[config.mk]
export PLATFORM = sky130hd
export DESIGN_NAME = id_branch_resolve
export DESIGN_NICKNAME = d
export VERILOG_FILES = /design/src/rtl/brt_pkg.sv /design/src/rtl/brt_eq_detect.sv /design/src/rtl/brt_target_add.sv /design/src/rtl/brt_redirect_ctl.sv /design/src/rtl/brt_event_count.sv /design/src/rtl/id_branch_resolve.sv
export SDC_FILE = /design/constraint.sdc
export NUM_CORES = 1
export LEC_CHECK = 0
export BUFFER_PORTS_ARGS = -buffer_cell sky130_fd_sc_hd__buf_4
export CAP_MARGIN = 20
export CORE_ASPECT_RATIO = 0.5
export CORE_MARGIN = 1.5
export CORE_UTILIZATION = 46
export DETAILED_ROUTE_END_ITERATION = 12
export GPL_ROUTABILITY_DRIVEN = 0
export PLACE_DENSITY = 0.87
export REMOVE_ABC_BUFFERS = 1
export SLEW_MARGIN = 10
export SYNTH_ARGS = -nofsm -noshare
export SYNTH_HDL_FRONTEND = slang
export SYNTH_SLANG_ARGS = --single-unit
[constraint.sdc]
create_clock -name clk -period 3.25 [get_ports clk]
set_clock_uncertainty 0.15 [all_clocks]
set_input_delay 0.325 -clock clk [delete_from_list [all_inputs] [get_ports clk]]
set_output_delay 0.325 -clock clk [all_outputs]
set_load 0.01 [all_outputs]
[src/rtl/brt_pkg.sv]
package brt_pkg;

   typedef enum logic {
      PC_SEQ    = 1'b0,
      PC_BRANCH = 1'b1
   } pc_src_e;

   function automatic int unsigned pow2_ceil(input int unsigned n);
      int unsigned p;
      p = 1;
      while (p < n) p = p * 2;
      return p;
   endfunction

endpackage

[src/rtl/brt_eq_detect.sv]
module brt_eq_detect #(
   parameter int unsigned DW      = 32,
   parameter int unsigned EQ_TREE = 1
) (
   input  logic [DW-1:0] a,
   input  logic [DW-1:0] b,
   output logic          same
);
   import brt_pkg::*;

   localparam int unsigned PW = pow2_ceil(DW);

   logic [DW-1:0] diff;
   assign diff = a ^ b;

   generate
      if (EQ_TREE != 0) begin : g_tree
         function automatic logic or_tree(input logic [PW-1:0] v);
            logic [PW-1:0] t;
            t = v;
            for (int w = PW / 2; w >= 1; w = w / 2) begin
               for (int k = 0; k < w; k++) begin
                  t[k] = t[2*k] | t[2*k+1];
               end
            end
            return t[0];
         endfunction

         logic [PW-1:0] diff_pad;
         always_comb begin
            diff_pad          = '0;
            diff_pad[DW-1:0]  = diff;
         end
         assign same = ~or_tree(diff_pad);
      end else begin : g_flat
         assign same = ~(|diff);
      end
   endgenerate

endmodule

[src/rtl/brt_target_add.sv]
module brt_target_add #(
   parameter int unsigned AW    = 32,
   parameter int unsigned SHIFT = 2
) (
   input  logic [AW-1:0] pc_next,
   input  logic [AW-1:0] offset,
   output logic [AW-1:0] target
);
   logic [AW-1:0] offset_bytes;

   assign offset_bytes = offset << SHIFT;
   assign target       = pc_next + offset_bytes;

endmodule

[src/rtl/brt_redirect_ctl.sv]
module brt_redirect_ctl (
   input  logic              is_branch,
   input  logic              operands_same,
   input  logic              hold,
   output brt_pkg::pc_src_e  pc_src,
   output logic              flush
);
   import brt_pkg::*;

   logic resolve_now;

   always_comb begin
      resolve_now = is_branch & ~hold;
      pc_src      = PC_SEQ;
      flush       = 1'b0;
      if (resolve_now && operands_same) begin
         pc_src = PC_BRANCH;
         flush  = 1'b1;
      end
   end

endmodule

[src/rtl/brt_event_count.sv]
module brt_event_count #(
   parameter int unsigned W = 16
) (
   input  logic         clk,
   input  logic         rst_n,
   input  logic         hit,
   output logic [W-1:0] count
);
   localparam logic [W-1:0] CMAX = '1;

   always_ff @(posedge clk or negedge rst_n) begin
      if (!rst_n) begin
         count <= '0;
      end else if (hit && (count != CMAX)) begin
         count <= count + 1'b1;
      end
   end

endmodule

[src/rtl/id_branch_resolve.sv]
module id_branch_resolve #(
   parameter int unsigned AW      = 32,
   parameter int unsigned DW      = 32,
   parameter int unsigned SHIFT   = 2,
   parameter int unsigned CNT_W   = 16,
   parameter int unsigned EQ_TREE = 1
) (
   input  logic             clk,
   input  logic             rst_n,
   input  logic             stall,
   input  logic             br_valid,
   input  logic [AW-1:0]    pc_plus4,
   input  logic [AW-1:0]    imm_ext,
   input  logic [DW-1:0]    opnd_a,
   input  logic [DW-1:0]    opnd_b,
   output logic             redirect,
   output logic [AW-1:0]    br_target,
   output logic             if_flush,
   output logic [CNT_W-1:0] taken_cnt,
   output logic [CNT_W-1:0] flush_cnt
);
   import brt_pkg::*;

   generate
      if (AW < SHIFT + 1) begin : g_bad_aw
         $error("id_branch_resolve: AW must exceed SHIFT");
      end
      if (DW < 1) begin : g_bad_dw
         $error("id_branch_resolve: DW must be at least 1");
      end
      if (CNT_W < 1) begin : g_bad_cnt
         $error("id_branch_resolve: CNT_W must be at least 1");
      end
   endgenerate

   logic     ops_same;
   pc_src_e  pc_src;
   logic     flush_int;

   brt_eq_detect #(.DW(DW), .EQ_TREE(EQ_TREE)) u_eq (
      .a    (opnd_a),
      .b    (opnd_b),
      .same (ops_same)
   );

   brt_target_add #(.AW(AW), .SHIFT(SHIFT)) u_add (
      .pc_next (pc_plus4),
      .offset  (imm_ext),
      .target  (br_target)
   );

   brt_redirect_ctl u_ctl (
      .is_branch     (br_valid),
      .operands_same (ops_same),
      .hold          (stall),
      .pc_src        (pc_src),
      .flush         (flush_int)
   );

   assign redirect = (pc_src == PC_BRANCH);
   assign if_flush = flush_int;

   brt_event_count #(.W(CNT_W)) u_cnt_taken (
      .clk   (clk),
      .rst_n (rst_n),
      .hit   (redirect),
      .count (taken_cnt)
   );

   brt_event_count #(.W(CNT_W)) u_cnt_flush (
      .clk   (clk),
      .rst_n (rst_n),
      .hit   (if_flush),
      .count (flush_cnt)
   );

endmodule

==> run_results.csv <==
group,metric,value,unit
cells_and_area,multi_input_area,2611,um^2
place,io_buffer_count,191,
floorplanning,initial_core_util,47.96,%
yosys,synth.distinct_cells,52,
global_route,grt_antenna_before_repair,0,
floorplanning,die_h,65.02,um
status,status,"finished, final reports clean",
route,drt-pass1-iter-count,4,
yosys,synth.avg_cell_area,8.385,um^2
critical_path,rrSetupSlack,1.02,ns
global_route,grt_pass1_vias,3806,
route,drt_iter0_drc,189,
sta,rsz0062_at_grt,"no",
route,vias_per_cell,5.458,
power,p_seq_share,26.1,%
power,internal-power,1.042,mW
cells_and_area,diodes,0,
cells_and_area,fin_cells,705,
place,placed_cell_area,5031,um^2
critical_path,cp.arrival,2.59,ns
route,dr_wl_met3,676,um
clock_network,cts_tree,"yes",
global_route,grt_overflow,0,
floorplanning,die_x,127.0,um
global_route,grt_pass1_wl,16000,um
power,vdd_ir_drop_max,0.2332,mV
clock_network,path_clk_slew,0.05,ns
sta,worst_pin_slew,0.4578,ns
sta,slew_violations,0,
floorplanning,rows,22,
clock_network,htreeDepth,2,
route,route.detailed.drc,0,
power,power_frac_comb,45.5,%
route,wl_met1,3930,um
hold_path,hold_path_depth,1,
yosys,synth-seq-cells,32,
run,cap_violations,0,
place,place_hpwl,8097,um
critical_path,r2r_end,"u_cnt_flush.count[5]",
power,p_leak,2.556,nW
yosys,synthArstFlopShare,100.0,%
clock_network,cts_root_buf,"clkbuf_16",
place,dp.cells,697,
hold_path,hold_end,"u_cnt_flush.count[5]",
yosys,synth.cell_area,3538,um^2
cells_and_area,area_delta_synth_final,46.43,%
route,highest_layer,"met4",
global_route,grt_max_degree,33,
sta,finalSetupViolations,0,
sta,setup-tns-final,0,ns
hold_path,hp-class,"reg2reg",
hold_path,hold_path.startpoint,"u_cnt_flush.count[5]",
yosys,seq_area_frac_synth,22.63,%
yosys,synth_cells,422,
cells_and_area,fillCellCount,631,
route,wl_met2,5177,um
sta,max_freq,326.8,MHz
global_route,grt_usage,23.61,%
cells_and_area,seq_area,800.8,um^2
sta,period_minus_slack,3.060,ns
critical_path,worstPathRequired,2.77,ns
sta,hold_violations,0,
route,avgRoutedWirePerCell,14.05,um
yosys,ys_warn_count,0,
floorplanning,core_area,7377,um^2
floorplanning,die-area,8259,um^2
clock_network,insertion_delay,0.27,ns
yosys,synth_edf_count,0,
sta,post-route-period-util,94.16,%
critical_path,r2r_cells,7,
cells_and_area,drive_gt1_share,35.30,%
route,vias,3848,
power,clkPwrFrac,28.4,%
clock_network,clock-sinks,32,
yosys,synth_top_flop_cell,"dfrtp_1",
power,p_sw_share,31.85,%
power,power.switching,0.4870,mW
critical_path,crit_type,"in2out",
route,postRouteAntennaNets,0,
critical_path,r2r_start,"u_cnt_flush.count[2]",
floorplanning,ioPinCount,198,
sta,maxSlewHeadroom,69.25,%
critical_path,cp_max_fo,4,
cells_and_area,stdcell_area,5181,um^2
cells_and_area,final_nets,773,
clock_network,clk_path_buf_depth,2,
route,routed_wirelength,9906,um
clock_network,cts_buffers,5,
critical_path,critPathLaunchType,"input port",
critical_path,cp-end-kind,"primary output",
power,p_per_area,295.1,nW/um^2
## flip-flops by register name (all words and copies together), names as in the netlist
name / count
u_cnt_flush.count: 16
u_cnt_taken.count: 16
## power by group through the flow
stage | combinational, mW | clock (mW) | sequential [mW]
3_3_place_gp | 0.682 | 0 | 0.406
4_1_cts | 0.697 | 0.437 | 0.399
3_5_place_dp | 0.693 | 0 | 0.406
5_1_grt | 0.758 | 0.459 | 0.399
2_1_floorplan | 0.364 | 0 | 0.406
6_report | 0.696 | 0.434 | 0.399
## cell usage after synthesis (2+ instances only)
cell type | n | area share [%]
nor3b_1 | 2 | 0.42
and2_1 | 3 | 0.53
nand4_1 | 10 | 1.8
nor4b_1 | 2 | 0.50
o21a_4 | 2 | 0.85
and3_1 | 13 | 2.3
a41oi_1 | 3 | 0.74
a31oi_1 | 4 | 0.71
nor4_2 | 4 | 1.4
ha_1 | 31 | 11
o21a_1 | 4 | 0.85
a21oi_1 | 34 | 4.8
xnor2_1 | 51 | 13
nor4_1 | 6 | 1.1
nand3_1 | 27 | 3.8
a211oi_1 | 5 | 1.1
a21o_1 | 2 | 0.42
o211ai_1 | 7 | 1.5
mux2_2 | 2 | 0.64
dfrtp_1 | 32 | 23
nand2b_1 | 6 | 1.1
nor2_1 | 23 | 2.4
xor2_1 | 34 | 8.4
buf_4 | 3 | 0.64
inv_1 | 11 | 1.2
nand4_2 | 2 | 0.71
nand2_1 | 35 | 3.7
clkbuf_1 | 10 | 1.1
nor2b_1 | 7 | 1.2
and4_1 | 4 | 0.99
o21ai_0 | 19 | 2.7
nor3_1 | 4 | 0.57
## cells by family after synthesis
logic type	Yosys count	share of synthesized area, %
simple gates	153	23.94
compound gates	90	16.05
xor+xnor	85	21.04
fa+ha+maj	32	11.53
flops	32	22.63
buf+inv	27	3.748
mux	3	1.061
## layer usage
metal,track usage (%),up-vias
met2,48.03,146
met5,0,-
li1,-,1889
met1,25.14,1800
met3,4.459,13
met4,6.392,0
## per-stage QoR
stage	hold slack (ns)	utilization (%)	total power, mW	setup WS, ns
floorplan	-0.1206	-	0.7696	0.4624
global placement	0.1329	68.20	1.088	0.1935
detailed placement	0.1358	68.20	1.099	0.1534
CTS	0.3387	70.15	1.533	0.1446
global route	0.3771	70.23	1.616	0.06585
finish	0.3356	70.23	1.529	0.1897
## critical path, stage by stage
cell and delay, ns:
buf_4 0.08, ha_1 0.16, inv_1 0.06, fa_1 0.40
nor2b_1 0.17, o211ai_1 0.14, a31oi_2 0.28, o211a_1 0.27
a41oi_1 0.20, o21ai_1 0.21, xnor2_1 0.14, buf_4 0.14
## layout make-up
| type | instances | area share, % |
|---|---|---|
| clock inverter | 1 | 0.09660 |
| timing repair buffer | 196 | 28.45 |
| inverter | 11 | 0.7969 |
| multi-input combinational | 363 | 50.40 |
| tap | 96 | 2.318 |
| sequential | 32 | 15.46 |
| clock buffer | 6 | 2.487 |
## worst max path at each step
stage,start,to,slack (ns),cells past startpoint
floorplan,pc_plus4[2],br_target[22],0.46,10
global placement,pc_plus4[2],br_target[28],0.19,12
detailed placement,pc_plus4[2],br_target[28],0.15,12
CTS,pc_plus4[2],br_target[28],0.14,12
global route,pc_plus4[2],br_target[30],0.07,13
finish,pc_plus4[2],br_target[28],0.19,12
## repair_timing
action                                  in CTS  in global routing
hold buffers                                 1                  0
setup buffers                                0                  0
hold endpoints to repair                    32                  0
endpoints found under the setup margin       0                  1
resized for setup                            0                  1
## cell usage in the layout (no fill, tap or decap), types with 2 or more instances in the layout
master,netlist,final
a211oi_1,5,5
a21o_1,2,2
a21oi_1,34,34
a31oi_1,4,3
a41oi_1,3,3
and2_1,3,3
and3_1,13,13
and4_1,4,4
buf_4,3,195
clkbuf_16,0,5
dfrtp_1,32,32
ha_1,31,31
inv_1,11,11
mux2_2,2,2
nand2_1,35,35
nand2b_1,6,6
nand3_1,27,27
nand4_1,10,10
nand4_2,2,2
nor2_1,23,23
nor2b_1,7,7
nor3_1,4,4
nor3b_1,2,2
nor4_1,6,6
nor4_2,4,4
nor4b_1,2,2
o211ai_1,7,7
o21a_1,4,4
o21a_4,2,2
o21ai_0,19,19
xnor2_1,51,51
xor2_1,34,34
Note: power is estimated with default switching activity, not from simulation.
